`src/rtl/csma_pkg.sv`:
```
package csma_pkg;
   typedef enum logic [2:0] {
      ST_IDLE, ST_WAIT, ST_BACKOFF, ST_CHECK,
      ST_PULSE, ST_GAP, ST_SEND, ST_TAIL
   } seq_state_t;

   typedef enum logic [1:0] {
      FIN_NONE, FIN_SENT, FIN_NOIDLE, FIN_BUSY
   } fin_t;
endpackage

```
`src/rtl/csma_slot_ticker.sv`:
```
module csma_slot_ticker #(
   parameter int CLK_PER_SLOT = 20000
) (
   input  logic clk,
   input  logic rst_n,
   input  logic restart,
   output logic tick
);
   generate
      if (CLK_PER_SLOT == 1) begin : g_direct
         assign tick = 1'b1;
         logic unused_ins;
         assign unused_ins = ^{clk, rst_n, restart};
      end else begin : g_count
         localparam int CW = $clog2(CLK_PER_SLOT);
         localparam logic [CW-1:0] TOP = CW'(CLK_PER_SLOT - 1);
         logic [CW-1:0] cnt;

         always_ff @(posedge clk or negedge rst_n) begin
            if (!rst_n)                     cnt <= TOP;
            else if (restart || cnt == '0)  cnt <= TOP;
            else                            cnt <= cnt - 1'b1;
         end

         assign tick = (cnt == '0);

         // slot ticks never come back to back
         p_tick_gap_r3: assert property (@(posedge clk) disable iff (!rst_n)
            tick |=> !tick);
      end
   endgenerate
endmodule

```
`src/rtl/csma_downcount.sv`:
```
module csma_downcount #(
   parameter int W = 16
) (
   input  logic         clk,
   input  logic         rst_n,
   input  logic         load,
   input  logic [W-1:0] load_val,
   input  logic         dec,
   output logic         zero
);
   logic [W-1:0] cnt;

   always_ff @(posedge clk or negedge rst_n) begin
      if (!rst_n)     cnt <= '0;
      else if (load)  cnt <= load_val;
      else if (dec)   cnt <= cnt - 1'b1;
   end

   assign zero = (cnt == '0);

   // the sequencer never decrements an exhausted count
   p_no_wrap_r3: assert property (@(posedge clk) disable iff (!rst_n)
      (dec && !load) |-> !zero);
endmodule

```
`src/rtl/csma_tx_gate.sv`:
```
module csma_tx_gate
   import csma_pkg::*;
#(
   parameter int SLOT_W        = 16,
   parameter int CLK_PER_SLOT  = 20000,
   parameter int IDLE_TO_SLOTS = 5000,
   parameter int PULSE_CYCLES  = 75,
   parameter int GAP_CYCLES    = 80,
   parameter int TAIL_CYCLES   = 800
) (
   input  logic              clk,
   input  logic              rst_n,
   input  logic              req_i,
   input  logic [SLOT_W-1:0] slots_i,
   input  logic              link_busy_i,
   input  logic              diag_i,
   input  logic              line_idle_i,
   input  logic              trans_seen_i,
   input  logic              frame_end_i,
   output logic              trans_clr_o,
   output logic              frame_go_o,
   output logic              drv_en_o,
   output logic              dtr_o,
   output logic              tx_en_o,
   output logic              rx_en_o,
   output logic              done_o,
   output logic              sent_o,
   output logic              no_idle_o,
   output logic              bus_busy_o
);
   localparam int PH_MAX = (PULSE_CYCLES > GAP_CYCLES)
                           ? ((PULSE_CYCLES > TAIL_CYCLES) ? PULSE_CYCLES : TAIL_CYCLES)
                           : ((GAP_CYCLES > TAIL_CYCLES) ? GAP_CYCLES : TAIL_CYCLES);
   localparam int PH_W = $clog2(PH_MAX + 1);
   localparam logic [PH_W-1:0]   PULSE_M1 = PH_W'(PULSE_CYCLES - 1);
   localparam logic [PH_W-1:0]   GAP_M1   = PH_W'(GAP_CYCLES - 1);
   localparam logic [PH_W-1:0]   TAIL_M1  = PH_W'(TAIL_CYCLES - 1);
   localparam logic [SLOT_W-1:0] IDLE_TO  = SLOT_W'(IDLE_TO_SLOTS);

   // elaboration-time parameter checks
   if (CLK_PER_SLOT < 1) begin : g_bad_slot
      $error("CLK_PER_SLOT must be at least 1");
   end
   if (IDLE_TO_SLOTS < 1 || IDLE_TO_SLOTS >= (2 ** SLOT_W)) begin : g_bad_to
      $error("IDLE_TO_SLOTS must fit the slot counter");
   end
   if (PULSE_CYCLES < 1 || GAP_CYCLES < 1 || TAIL_CYCLES < 1) begin : g_bad_phase
      $error("phase lengths must be at least one cycle");
   end

   seq_state_t        state, nxt;
   fin_t              fin;
   logic              diag_q;
   logic [SLOT_W-1:0] slots_q;
   logic              tick, restart;
   logic              slot_load, slot_dec, slot_zero;
   logic [SLOT_W-1:0] slot_val;
   logic              ph_load, ph_dec, ph_zero;
   logic [PH_W-1:0]   ph_val;
   logic              clr_n, go_n;
   logic              tx_phase;

   csma_slot_ticker #(.CLK_PER_SLOT(CLK_PER_SLOT)) u_ticker (
      .clk(clk), .rst_n(rst_n), .restart(restart), .tick(tick));

   csma_downcount #(.W(SLOT_W)) u_slots (
      .clk(clk), .rst_n(rst_n), .load(slot_load), .load_val(slot_val),
      .dec(slot_dec), .zero(slot_zero));

   csma_downcount #(.W(PH_W)) u_phase (
      .clk(clk), .rst_n(rst_n), .load(ph_load), .load_val(ph_val),
      .dec(ph_dec), .zero(ph_zero));

   always_comb begin
      nxt       = state;
      fin       = FIN_NONE;
      restart   = 1'b0;
      slot_load = 1'b0;
      slot_val  = slots_q;
      slot_dec  = 1'b0;
      ph_load   = 1'b0;
      ph_val    = PULSE_M1;
      ph_dec    = 1'b0;
      clr_n     = 1'b0;
      go_n      = 1'b0;
      unique case (state)
         ST_IDLE: if (req_i) begin
            if (link_busy_i) begin
               nxt     = ST_PULSE;
               ph_load = 1'b1;
            end else begin
               nxt       = ST_WAIT;
               slot_load = 1'b1;
               slot_val  = IDLE_TO;
               restart   = 1'b1;
            end
         end
         ST_WAIT: begin
            if (line_idle_i) begin
               nxt       = ST_BACKOFF;
               slot_load = 1'b1;
               restart   = 1'b1;
               clr_n     = 1'b1;
            end else if (slot_zero) begin
               nxt = ST_IDLE;
               fin = FIN_NOIDLE;
            end else begin
               slot_dec = tick;
            end
         end
         ST_BACKOFF: begin
            if (!line_idle_i) begin
               nxt = ST_IDLE;
               fin = FIN_BUSY;
            end else if (slot_zero) begin
               nxt = ST_CHECK;
            end else begin
               slot_dec = tick;
            end
         end
         ST_CHECK: begin
            if (trans_seen_i) begin
               nxt = ST_IDLE;
               fin = FIN_BUSY;
            end else begin
               nxt     = ST_PULSE;
               ph_load = 1'b1;
            end
         end
         ST_PULSE: begin
            if (ph_zero) begin
               nxt     = ST_GAP;
               ph_load = 1'b1;
               ph_val  = GAP_M1;
            end else ph_dec = 1'b1;
         end
         ST_GAP: begin
            if (ph_zero) begin
               nxt  = ST_SEND;
               go_n = 1'b1;
            end else ph_dec = 1'b1;
         end
         ST_SEND: if (frame_end_i) begin
            nxt     = ST_TAIL;
            ph_load = 1'b1;
            ph_val  = TAIL_M1;
         end
         ST_TAIL: begin
            if (ph_zero) begin
               nxt = ST_IDLE;
               fin = FIN_SENT;
            end else ph_dec = 1'b1;
         end
         default: nxt = ST_IDLE;
      endcase
   end

   always_ff @(posedge clk or negedge rst_n) begin
      if (!rst_n) begin
         state       <= ST_IDLE;
         diag_q      <= 1'b0;
         slots_q     <= '0;
         trans_clr_o <= 1'b0;
         frame_go_o  <= 1'b0;
         done_o      <= 1'b0;
         sent_o      <= 1'b0;
         no_idle_o   <= 1'b0;
         bus_busy_o  <= 1'b0;
      end else begin
         state       <= nxt;
         if (state == ST_IDLE && req_i) begin
            diag_q  <= diag_i;
            slots_q <= slots_i;
         end
         trans_clr_o <= clr_n;
         frame_go_o  <= go_n;
         done_o      <= (fin != FIN_NONE);
         sent_o      <= (fin == FIN_SENT);
         no_idle_o   <= (fin == FIN_NOIDLE);
         bus_busy_o  <= (fin == FIN_BUSY);
      end
   end

   assign tx_phase = (state == ST_PULSE) || (state == ST_GAP) ||
                     (state == ST_SEND)  || (state == ST_TAIL);
   assign drv_en_o = !diag_q && ((state == ST_PULSE) || (state == ST_SEND) ||
                                 (state == ST_TAIL));
   assign dtr_o    = !diag_q && tx_phase;
   assign tx_en_o  = (state == ST_SEND);
   assign rx_en_o  = diag_q || !tx_phase;

   // ---------------------------------------------------------------- checks
   p_idle_quiet_r1: assert property (@(posedge clk) disable iff (!rst_n)
      (state == ST_IDLE) |-> (!tx_en_o && !drv_en_o && rx_en_o));

   p_noidle_from_wait_r2: assert property (@(posedge clk) disable iff (!rst_n)
      no_idle_o |-> ($past(state) == ST_WAIT && !$past(drv_en_o)));

   p_busy_undriven_r4: assert property (@(posedge clk) disable iff (!rst_n)
      bus_busy_o |-> !$past(drv_en_o));

   p_clr_enters_backoff_r5: assert property (@(posedge clk) disable iff (!rst_n)
      trans_clr_o |-> (state == ST_BACKOFF));

   p_clr_single_r5: assert property (@(posedge clk) disable iff (!rst_n)
      trans_clr_o |=> !trans_clr_o);

   p_go_with_tx_r8: assert property (@(posedge clk) disable iff (!rst_n)
      frame_go_o |-> (tx_en_o && $past(state) == ST_GAP));

   p_go_single_r8: assert property (@(posedge clk) disable iff (!rst_n)
      frame_go_o |=> !frame_go_o);

   p_sent_from_tail_r9: assert property (@(posedge clk) disable iff (!rst_n)
      sent_o |-> ($past(state) == ST_TAIL && !drv_en_o));

   p_outcome_excl_r12: assert property (@(posedge clk) disable iff (!rst_n)
      $onehot0({sent_o, no_idle_o, bus_busy_o}));

   p_done_cause_r12: assert property (@(posedge clk) disable iff (!rst_n)
      done_o == ($countones({sent_o, no_idle_o, bus_busy_o}) == 1));

   p_done_single_r12: assert property (@(posedge clk) disable iff (!rst_n)
      done_o |=> !done_o);
endmodule

```
`config.mk`:
```
export PLATFORM = sky130hd
export DESIGN_NAME = csma_tx_gate
export DESIGN_NICKNAME = d
export VERILOG_FILES = /design/src/rtl/csma_pkg.sv /design/src/rtl/csma_slot_ticker.sv /design/src/rtl/csma_downcount.sv /design/src/rtl/csma_tx_gate.sv
export SDC_FILE = /design/constraint.sdc
export NUM_CORES = 1
export LEC_CHECK = 0
export BUFFER_PORTS_ARGS = -buffer_cell sky130_fd_sc_hd__buf_2
export CORE_MARGIN = 2
export CORE_UTILIZATION = 61
export CTS_CLUSTER_SIZE = 40
export DETAILED_ROUTE_END_ITERATION = 7
export GPL_TIMING_DRIVEN = 0
export PLACE_DENSITY_LB_ADDON = 0.3
export SYNTH_ARGS = -nofsm -noshare
export SYNTH_HDL_FRONTEND = slang
export SYNTH_SLANG_ARGS = --single-unit
```
`constraint.sdc`:
```
create_clock -name clk -period 7 [get_ports clk]
set_input_delay 1.4 -clock clk [delete_from_list [all_inputs] [get_ports clk]]
set_output_delay 1.4 -clock clk [all_outputs]
set_load 0.05 [all_outputs]
```
# ---- Word-level counts from Yosys, hierarchy flattened
# Cells that the tools add are included.
dict set report word_totals {
  reg_bits 67
  word_cells 100
}
dict set report classes {
  add_sub_neg 3
  n_eq_ne 17
  muxes 47
  reduce_logical 21
}
# cell n
set op_table {}
lappend op_table {{$mux 16} 5}
lappend op_table {{$mux 3} 12}
lappend op_table {{$mux 10} 3}
lappend op_table {{$pmux 3 s8} 1}
lappend op_table {{$pmux 10 s2} 1}
lappend op_table {{$logic_not 16->1} 1}
lappend op_table {{$mux 1} 16}
lappend op_table {{$sub 16x1->16 const B} 1}
lappend op_table {{$logic_not 15->1} 1}
lappend op_table {{$mux 15} 1}
lappend op_table {{$sub 15x1->15 const B} 1}
lappend op_table {{$eq 3x3->1 const B} 4}
lappend op_table {{$logic_not 10->1} 1}
lappend op_table {{$ne 2x2->1 const B} 5}
lappend op_table {{$sub 10x1->10 const B} 1}
lappend op_table {{$mux 2} 4}
lappend op_table {{$pmux 2 s4} 1}
lappend op_table {{$logic_or 1x1->1} 7}
lappend op_table {{$reduce_and 7->1} 1}
lappend op_table {{$eq 3x2->1 const B} 2}
lappend op_table {{$ne 3x3->1 const B} 2}
lappend op_table {{$reduce_bool 2->1} 3}
lappend op_table {{$eq 2x2->1 const B} 2}
lappend op_table {{$pmux 1 s2} 2}
lappend op_table {{7 further kinds} 10}

# ---- Depth between registers and ports, before layout
# Gate-level depths: netlist (run 1).
dict set report logic_depth {
  depth_word 6
  mapped_depth 9
  depth_no_buf 7
}

# ---- Cells and area by module
# Synthesis (run 1) repeated with hierarchy kept, for this count alone.
dict set report unflattened {
  cells_unflattened 368
  area_unflattened_um2 3687.3
}
# module instances cells_per_inst area_each_um2 seq_area_each_um2
set modules_own_cells {}
lappend modules_own_cells {csma_tx_gate 1 120 1331.3 650.6}
lappend modules_own_cells {{csma_downcount (u_slots)} 1 111 1028.5 400.4}
lappend modules_own_cells {csma_slot_ticker 1 74 763.2 386.6}
lappend modules_own_cells {{csma_downcount (u_phase)} 1 63 564.3 250.2}

# ---- Least setup slack after synthesis (run 1)
# Ideal clock, no wire load.
dict set report synth_path {
  path_type {reg2out}
  startpoint {register state[2]}
  endpoint {output drv_en_o}
  arrival_ps 2102
  slack_ps 3498
  stages_incl_launch_ff 5
  path_buffers 2
  path_cell_list {dfrtp_1 -> clkbuf_1 -> clkbuf_1 -> nand2b_1 -> nor2_1}
}
dict set report synth_via {
  elab_chain_len 4
}
# item line
set synth_lines {}
lappend synth_lines {{start: declaration} csma_tx_gate.sv:51} ;# seq_state_t state, nxt;
lappend synth_lines {{start signal: assignment} csma_tx_gate.sv:170} ;# state <= nxt;
lappend synth_lines {{$eq 3x3->1} csma_tx_gate.sv:186} ;# assign drv_en_o = !diag_q && ((state == ST_PULSE) || (state == ST_SEND) ||
lappend synth_lines {{$logic_or 1x1->1} csma_tx_gate.sv:186}
lappend synth_lines {{$logic_or 1x1->1 *} csma_tx_gate.sv:186}
lappend synth_lines {{$logic_and 1x1->1 *} csma_tx_gate.sv:186}
lappend synth_lines {{end: declaration} csma_tx_gate.sv:22} ;# output logic drv_en_o,
# Mark *: on every way between the ends. The rest lies on a longest branch, timed or not.

# ---- Worst setup path in the final report (run 1)
# Same ends and word-level chain as after synthesis.

==> results.py, run 1 <==
metrics = {
    "clock_tree": {
        "cts_tree": "built",
        "clock-sinks": 67,
        "root_buffer": "clkbuf_8",
        "cts_resized": 0,
        "cts_setup_buffers": 0,
        "ctsHoldBuffers": 0,
        "path_clk_slew_ns": 0.07,
        "cts_max_level": 3,
        "cts_buffers": 9,
        "clk_latency_ns": 0.34,
        "clockBufferDepth": 2,
    },
    "finish": {
        "area_growth_pct": 13.56,
        "final_common_cell": "dfrtp_1",
        "multi_input_area_um2": 1780,
        "fillers": 408,
        "drive_gt1_share_pct": 23.19,
        "utilization_pct": 72.93,
        "layout_common_cells": "58 x dfrtp_1, 36 x nor2_1, 33 x buf_2",
        "antenna_cells": 0,
        "nNetsFinal": 425,
        "seqCellArea_um2": 1688,
    },
    "power_and_ir_drop": {
        "p_comb_share_pct": 34.1,
        "p_sw_share_pct": 37.07,
        "netSwitchingPower_uw": 595.8,
        "pwr-share-seq_pct": 43.2,
        "peakVddDrop_uv": 326.3,
        "power_mw": 1.607,
        "p_clk_share_pct": 22.7,
        "p_per_area_nw_per_um2": 395.3,
        "leakagePower_nw": 1.741,
        "intPower_mw": 1.011,
    },
    "grt": {
        "grtUsageTotal_pct": 27.78,
        "grt_max_degree": 68,
        "grt_pass1_wl_um": 13670,
        "grt_overflow": 0,
        "antenna_found_initial": 0,
        "grt_pass1_vias": 2894,
    },
    "floorplanning": {
        "floorplan.die.height_um": 80.61,
        "die_area_um2": 6497,
        "rows": 27,
        "coreArea_um2": 5574,
        "io_pins": 34,
        "start_util_pct": 64.22,
        "die_w_um": 80.61,
    },
    "sta": {
        "skew_ns": 0.007855,
        "finalSetupViolations": 0,
        "fin_ws_ns": 3.547,
        "fmax_mhz": 289.6,
        "max_slew.worst_pin.slew_ns": 0.8329,
        "fin_crit_sh_pct": 49.33,
        "fin_hold_ws_ns": 0.4645,
        "rsz0062_at_grt": "false",
        "finalSetupTns_ns": 0,
        "hold_viol_final": 0,
        "report.final.slew_viol_count": 0,
        "relSlewSlack_pct": 44.05,
        "min_period_ns": 3.453,
    },
    "drt": {
        "wl_um": 7944,
        "vias_per_cell": 6.383,
        "drcViolationCount": 0,
        "drt_iter0_markers": 255,
        "post_drt_wl_per_cell_um": 16.79,
        "via_count": 3019,
        "ant_nets": 0,
        "first_pass_iters": 5,
    },
    "logic_synthesis": {
        "synthCells": 352,
        "synthesis.area_um2": 3580,
        "ys_async_sr_fraction_pct": 100.0,
        "ys_seq_area_share_pct": 47.15,
        "syn_avg_cell_area_um2": 10.17,
        "ys_types": 65,
        "syn_nets": 381,
        "synth.top_cell.area_share_pct": 40.55,
        "synthTopCellsByArea": "dfrtp_1 41%, dfstp_2 6.6%, mux2_2 5.7%",
        "ys.flop_type": "dfrtp_1",
        "synth_top_cell_by_area": "dfrtp_1",
        "synth-edff-count": 0,
        "ys_ff_latch": 67,
        "yosys_warnings": 0,
    },
    "worst_setup_path": {
        "reg2reg_depth": 9,
        "r2r-end": "u_slots.cnt[14]",
        "crit_type": "reg2out",
        "worstPathRequired_ns": 5.60,
        "r2r-start": "u_ticker.g_count.cnt[0]",
        "start_kind": "register",
        "cp_slowest_cell": "dfrtp_1",
        "critPathMaxFanout": 10,
        "cp_cell_sequence": "clkbuf_1 -> clkbuf_1 -> nand2b_1 -> nor2_1 -> buf_2",
        "path_depth": 5,
        "r2r_slack_ns": 4.10,
        "cp-end-kind": "primary output",
        "crit_path_max_incr_delay_ns": 0.48,
        "path_delay_family": "buffers and inverters",
        "critPathBufInv": 3,
        "crit_path_frequent_cell": "clkbuf_1",
        "arrival_ns": 2.05,
    },
    "placement": {
        "port-buffer-count": 33,
        "gp_congestion": 0.9011,
        "place_ws_ns": 3.431,
        "hpwlAfterDp_um": 5501,
    },
    "status": {
        "status": "finished, final reports clean",
    },
    "worst_hold_path": {
        "min_from": "u_ticker.g_count.cnt[14]",
        "whs_path_depth": 2,
        "min_to": "u_ticker.g_count.cnt[14]",
        "hp-class": "reg2reg",
    },
    "job": {
        "max-cap-violations": 0,
    },
}
## state kept, by name, indices dropped and copies added, names as in the netlist
| register | count |
|---|---|
| u_ticker.g_count.cnt | 15 |
| state | 3 |
| slots_q | 16 |
| done_o | 1 |
| u_slots.cnt | 16 |
| frame_go_o | 1 |
| trans_clr_o | 1 |
| no_idle_o | 1 |
| diag_q | 1 |
| sent_o | 1 |
| bus_busy_o | 1 |
| u_phase.cnt | 10 |
## through the flow
stage	area [um^2]	cells
after floorplan	3580	352
after global placement	3835	457
after detailed placement	3837	457
after CTS	4065	473
after global routing	4065	473
final	4065	473
## synthesized netlist by cell type (8+ instances only)
cell type / count
mux2_2: 18
nor3_1: 20
dfstp_2: 9
xnor2_1: 12
inv_1: 10
clkbuf_1: 12
nand3_1: 10
nand2_1: 22
dfrtp_1: 58
nor2_1: 36
a31oi_1: 8
and3_1: 9
o21ai_0: 10
nor4_1: 8
## tightest hold or removal path, delay by kind of cell (launching register included)
family / cells / cell delay [ns]
simple gates: 2 / 0.10
flops: 1 / 0.37
## cells by family (layout without fill, tap and decap cells)
group	Yosys count	after routing	synth area share (%)
flip-flops	67	67	47.15
adder cells (fa/ha/maj)	5	5	1.748
AND/OR/NAND/NOR	154	154	24.50
buffers and inverters	26	75	3.111
multiplexers	19	19	6.082
AO/OA/AOI/OAI	64	64	13.25
XOR/XNOR	17	17	4.159
## power groups by stage
| stage | logic, mW | registers [mW] | clock network, mW |
|---|---|---|---|
| 2_1_floorplan | 0.433 | 0.658 | 0 |
| 3_3_place_gp | 0.519 | 0.686 | 0 |
| 3_5_place_dp | 0.541 | 0.694 | 0 |
| 4_1_cts | 0.547 | 0.690 | 0.371 |
| 5_1_grt | 0.611 | 0.719 | 0.393 |
| 6_report | 0.548 | 0.694 | 0.365 |
## how the worst max path moves through the flow
stage | start | end | slack, ns
after CTS | state[2] | drv_en_o | 3.56
after detailed placement | req_i | u_slots.cnt[11] | 3.43
final | state[2] | drv_en_o | 3.55
after global placement | req_i | u_slots.cnt[11] | 3.44
after floorplan | state[2] | drv_en_o | 3.50
after global routing | state[2] | drv_en_o | 3.39
## area by class of cell
class                   count  area share, %
plain buffers              16          1.816
inverters                  10         0.9234
clock buffers              12          3.817
well taps                  72          2.216
repair buffers             33          4.124
flip-flops and latches     67          41.52
clock inverters             4          1.785
multi-input cells         259          43.80
## layer usage
layer / track usage [%] / routed length (um) / up-vias
li1: - / - / 1388
met1: 39.07 / 3525 / 1474
met2: 41.58 / 3639 / 136
met3: 8.202 / 632 / 21
met4: 8.475 / 146 / 0
met5: 0 / 0 / -
No activity file was read; power rests on OpenSTA's default activity.
==> run 2, diff against run 1 <==
--- a/config.mk
+++ b/config.mk
@@ -5,9 +5,10 @@
 export SDC_FILE = /design/constraint.sdc
 export NUM_CORES = 1
 export LEC_CHECK = 0
+export ABC_AREA = 1
 export BUFFER_PORTS_ARGS = -buffer_cell sky130_fd_sc_hd__buf_2
 export CORE_MARGIN = 2
-export CORE_UTILIZATION = 61
+export CORE_UTILIZATION = 60
 export CTS_CLUSTER_SIZE = 40
 export DETAILED_ROUTE_END_ITERATION = 7
 export GPL_TIMING_DRIVEN = 0
==> constraint.sdc (replaced) <==
create_clock -name clk -period 3.62 [get_ports clk]
set_input_delay 0.724 -clock clk [delete_from_list [all_inputs] [get_ports clk]]
set_output_delay 0.724 -clock clk [all_outputs]
set_load 0.05 [all_outputs]
==> run 2 against run 1 <==
Clock-buffer cell count up 3. Sequential power rose by 83%. Total power up 130%. Sequential share of layout area is 2.4 points lower. Largest cell class unchanged. Largest power group is now combinational cells.
==> results.py, run 2 <==
metrics = {
    "finish": {
        "antenna_cells": 0,
        "area_growth_pct": 12.52,
        "layout_common_cells": "193 x nand2_1, 72 x nor2_1, 58 x dfrtp_1",
        "reg_top3": "slots_q (16), u_slots.cnt (16), u_ticker.g_count.cnt (15)",
        "final_common_cell": "nand2_1",
        "fillers": 551,
        "final_cell_count_no_fill": 655,
        "fin_area_um2": 4317,
        "drive_gt1_share_pct": 15.92,
        "nNetsFinal": 602,
    },
    "grt": {
        "grt_pass1_vias": 3339,
        "grt_max_degree": 68,
        "grt_overflow": 0,
        "use_met1_pct": 32.04,
        "global_route.usage.met3_pct": 3.858,
        "antenna_found_initial": 0,
        "busiest_layer": "met2",
        "use_met2_pct": 44.29,
        "grt_pass1_wl_um": 14590,
        "grtUsageTotal_pct": 25.85,
    },
    "logic_synthesis": {
        "syn_nets": 558,
        "yosysMostFrequentCell": "nand2_1",
        "synthTopCellsByArea": "dfrtp_1 38%, nand2_1 19%, nor2_1 7.0%",
        "ys.flop_type": "dfrtp_1",
        "synth.top_cell.area_share_pct": 37.83,
        "ys_ff_latch": 67,
        "synth_commonest_cells": "193 x nand2_1, 72 x nor2_1, 58 x dfrtp_1, 47 x inv_1, 39 x nand3_1",
        "synth_top_cell_by_area": "dfrtp_1",
        "ys_types": 33,
        "yosys_warnings": 0,
        "syn_avg_cell_area_um2": 7.252,
        "ys_seq_area_share_pct": 44.00,
        "synthesis.area_um2": 3836,
        "synth-edff-count": 0,
        "ys_async_sr_fraction_pct": 100.0,
        "synthCells": 529,
    },
    "floorplanning": {
        "die_w_um": 83.96,
        "io_pins": 34,
        "die_area_um2": 7049,
        "coreArea_um2": 6277,
        "rows": 29,
        "start_util_pct": 61.11,
        "floorplan.die.height_um": 83.96,
    },
    "worst_setup_path": {
        "path_delay_family": "buffers and inverters",
        "cp-end-kind": "primary output",
        "path_depth": 6,
        "crit_type": "reg2out",
        "critPathCapture": "drv_en_o",
        "worstPathRequired_ns": 2.90,
        "start_kind": "register",
        "critPathBufInv": 4,
        "critPathMaxFanout": 8,
        "cp_slowest_cell": "dfrtp_1",
        "startpoint": "state[2]",
        "r2r-end": "u_slots.cnt[10]",
        "r2r_slack_ns": 1.77,
        "reg2reg_depth": 9,
        "crit_path_max_incr_delay_ns": 0.33,
        "cp_cell_sequence": "buf_2 -> inv_4 -> nor2_1 -> inv_1 -> nor2_1 -> buf_2",
        "r2r-start": "u_slots.cnt[0]",
        "arrival_ns": 1.46,
    },
    "placement": {
        "hpwlAfterDp_um": 6016,
        "placed_cell_area_um2": 4100,
        "dp_cells": 639,
        "gp_congestion": 0.9193,
        "place_ws_ns": 1.757,
        "port-buffer-count": 33,
    },
    "clock_tree": {
        "ctsHoldBuffers": 0,
        "cts_setup_buffers": 0,
        "root_buffer": "clkbuf_8",
        "cts_tree": "built",
        "clk_latency_ns": 0.35,
        "clock-sinks": 67,
        "cts_buffers": 9,
        "cts_resized": 0,
        "cts_max_level": 3,
        "path_clk_slew_ns": 0.07,
        "clockBufferDepth": 2,
    },
    "sta": {
        "min_period_ns": 2.187,
        "report.final.slew_viol_count": 0,
        "finalSetupTns_ns": 0,
        "relSlewSlack_pct": 45.59,
        "fin_hold_ws_ns": 0.4621,
        "fmax_mhz": 457.3,
        "max_slew.worst_pin.slew_ns": 0.8161,
        "fin_crit_sh_pct": 60.41,
        "hold_viol_final": 0,
        "skew_ns": 0.008761,
        "fin_ws_ns": 1.433,
        "finalSetupViolations": 0,
        "rsz0062_at_grt": "false",
    },
    "drt": {
        "ant_nets": 0,
        "vias_per_cell": 5.260,
        "drt_iter0_markers": 215,
        "wl_um": 8377,
        "drcViolationCount": 0,
        "first_pass_iters": 6,
        "post_drt_wl_per_cell_um": 12.79,
        "via_count": 3445,
    },
    "power_and_ir_drop": {
        "netSwitchingPower_mw": 1.637,
        "intPower_mw": 2.018,
        "p_clk_share_pct": 18.2,
        "pwr-share-seq_pct": 34.8,
        "p_per_area_nw_per_um2": 846.6,
        "p_sw_share_pct": 44.79,
        "leakagePower_nw": 2.306,
        "p_comb_share_pct": 47.0,
        "peakVddDrop_uv": 477.5,
    },
    "status": {
        "status": "finished, final reports clean",
    },
    "worst_hold_path": {
        "hp-class": "in2async",
    },
    "job": {
        "max-cap-violations": 0,
    },
}
run 2: changes by cell type in the layout (fill, tap and decap cells not counted), moves of 9 or more:
cell | before | now
o21ai_0 | 10 | 19
mux2_2 | 18 | 0
xnor2_1 | 12 | 3
nand2_1 | 22 | 193
nand3_1 | 10 | 39
clkbuf_1 | 13 | 2
xor2_1 | 5 | 16
nor2_1 | 36 | 72
o21ai_1 | 0 | 10
and3_1 | 9 | 0
inv_1 | 10 | 47
nor3_1 | 20 | 3
run 2: how the worst min path moves through the flow:
| stage | from | end | slack (ns) | cells after the start |
|---|---|---|---|---|
| floorplan | rst_n | bus_busy_o | 0.43 | 0 |
| global placement | u_ticker.g_count.cnt[0] | u_ticker.g_count.cnt[0] | 0.45 | 1 |
| detailed placement | u_ticker.g_count.cnt[0] | u_ticker.g_count.cnt[0] | 0.45 | 1 |
| CTS | u_ticker.g_count.cnt[0] | u_ticker.g_count.cnt[0] | 0.48 | 1 |
| global route | u_ticker.g_count.cnt[0] | u_ticker.g_count.cnt[0] | 0.50 | 1 |
| finish | rst_n | frame_go_o | 0.46 | 1 |
run 2: power groups by stage:
stage / clock, mW / sequential [mW] / combinational (mW)
after detailed placement: 0 / 1.27 / 1.69
after global placement: 0 / 1.27 / 1.63
after global routing: 0.705 / 1.30 / 1.96
final: 0.667 / 1.27 / 1.72
after CTS: 0.676 / 1.27 / 1.71
after floorplan: 0 / 1.25 / 1.32
run 2: worst register-to-register path, delay by kind of cell (launching register included):
family / cells / cell delay [ns]
AOI/OAI and AO/OA: 2 / 0.31
adders and majority gates: 1 / 0.22
buffers and inverters: 1 / 0.16
DFF: 1 / 0.40
and+or+nand+nor: 5 / 0.65
run 2: cell families after synthesis:
kind of cell    after synthesis  share of synthesized area (%)
buf+inv                      63                          7.143
simple gates                333                          36.92
fa+ha+maj                     5                          1.631
compound gates               42                          5.969
flops                        67                          44.00
xor+xnor                     19                          4.338
run 2: metrics by stage:
step	util, %	total power [mW]
after floorplan	-	2.570
after global placement	65.28	2.898
after detailed placement	65.32	2.966
after CTS	68.77	3.655
after global routing	68.77	3.972
final	68.77	3.654
run 2: layer usage:
metal | share of wire, % | vias to the layer above | wire length, um
li1 | - | 1738 | -
met1 | 44 | 1568 | 3664
met2 | 48 | 111 | 4052
met3 | 5.3 | 28 | 443
met4 | 2.6 | 0 | 216
met5 | 0 | - | 0
run 2: cell type report:
class	instances	area, um^2	share of cell area [%]
well taps	77	96.34	2.232
repair buffers	33	167.7	3.884
plain buffers	10	70.07	1.623
inverters	53	203.9	4.725
clock buffers	15	186.4	4.319
clock inverters	1	30.03	0.6957
flip-flops and latches	67	1688	39.10
multi-input cells	399	1874	43.42
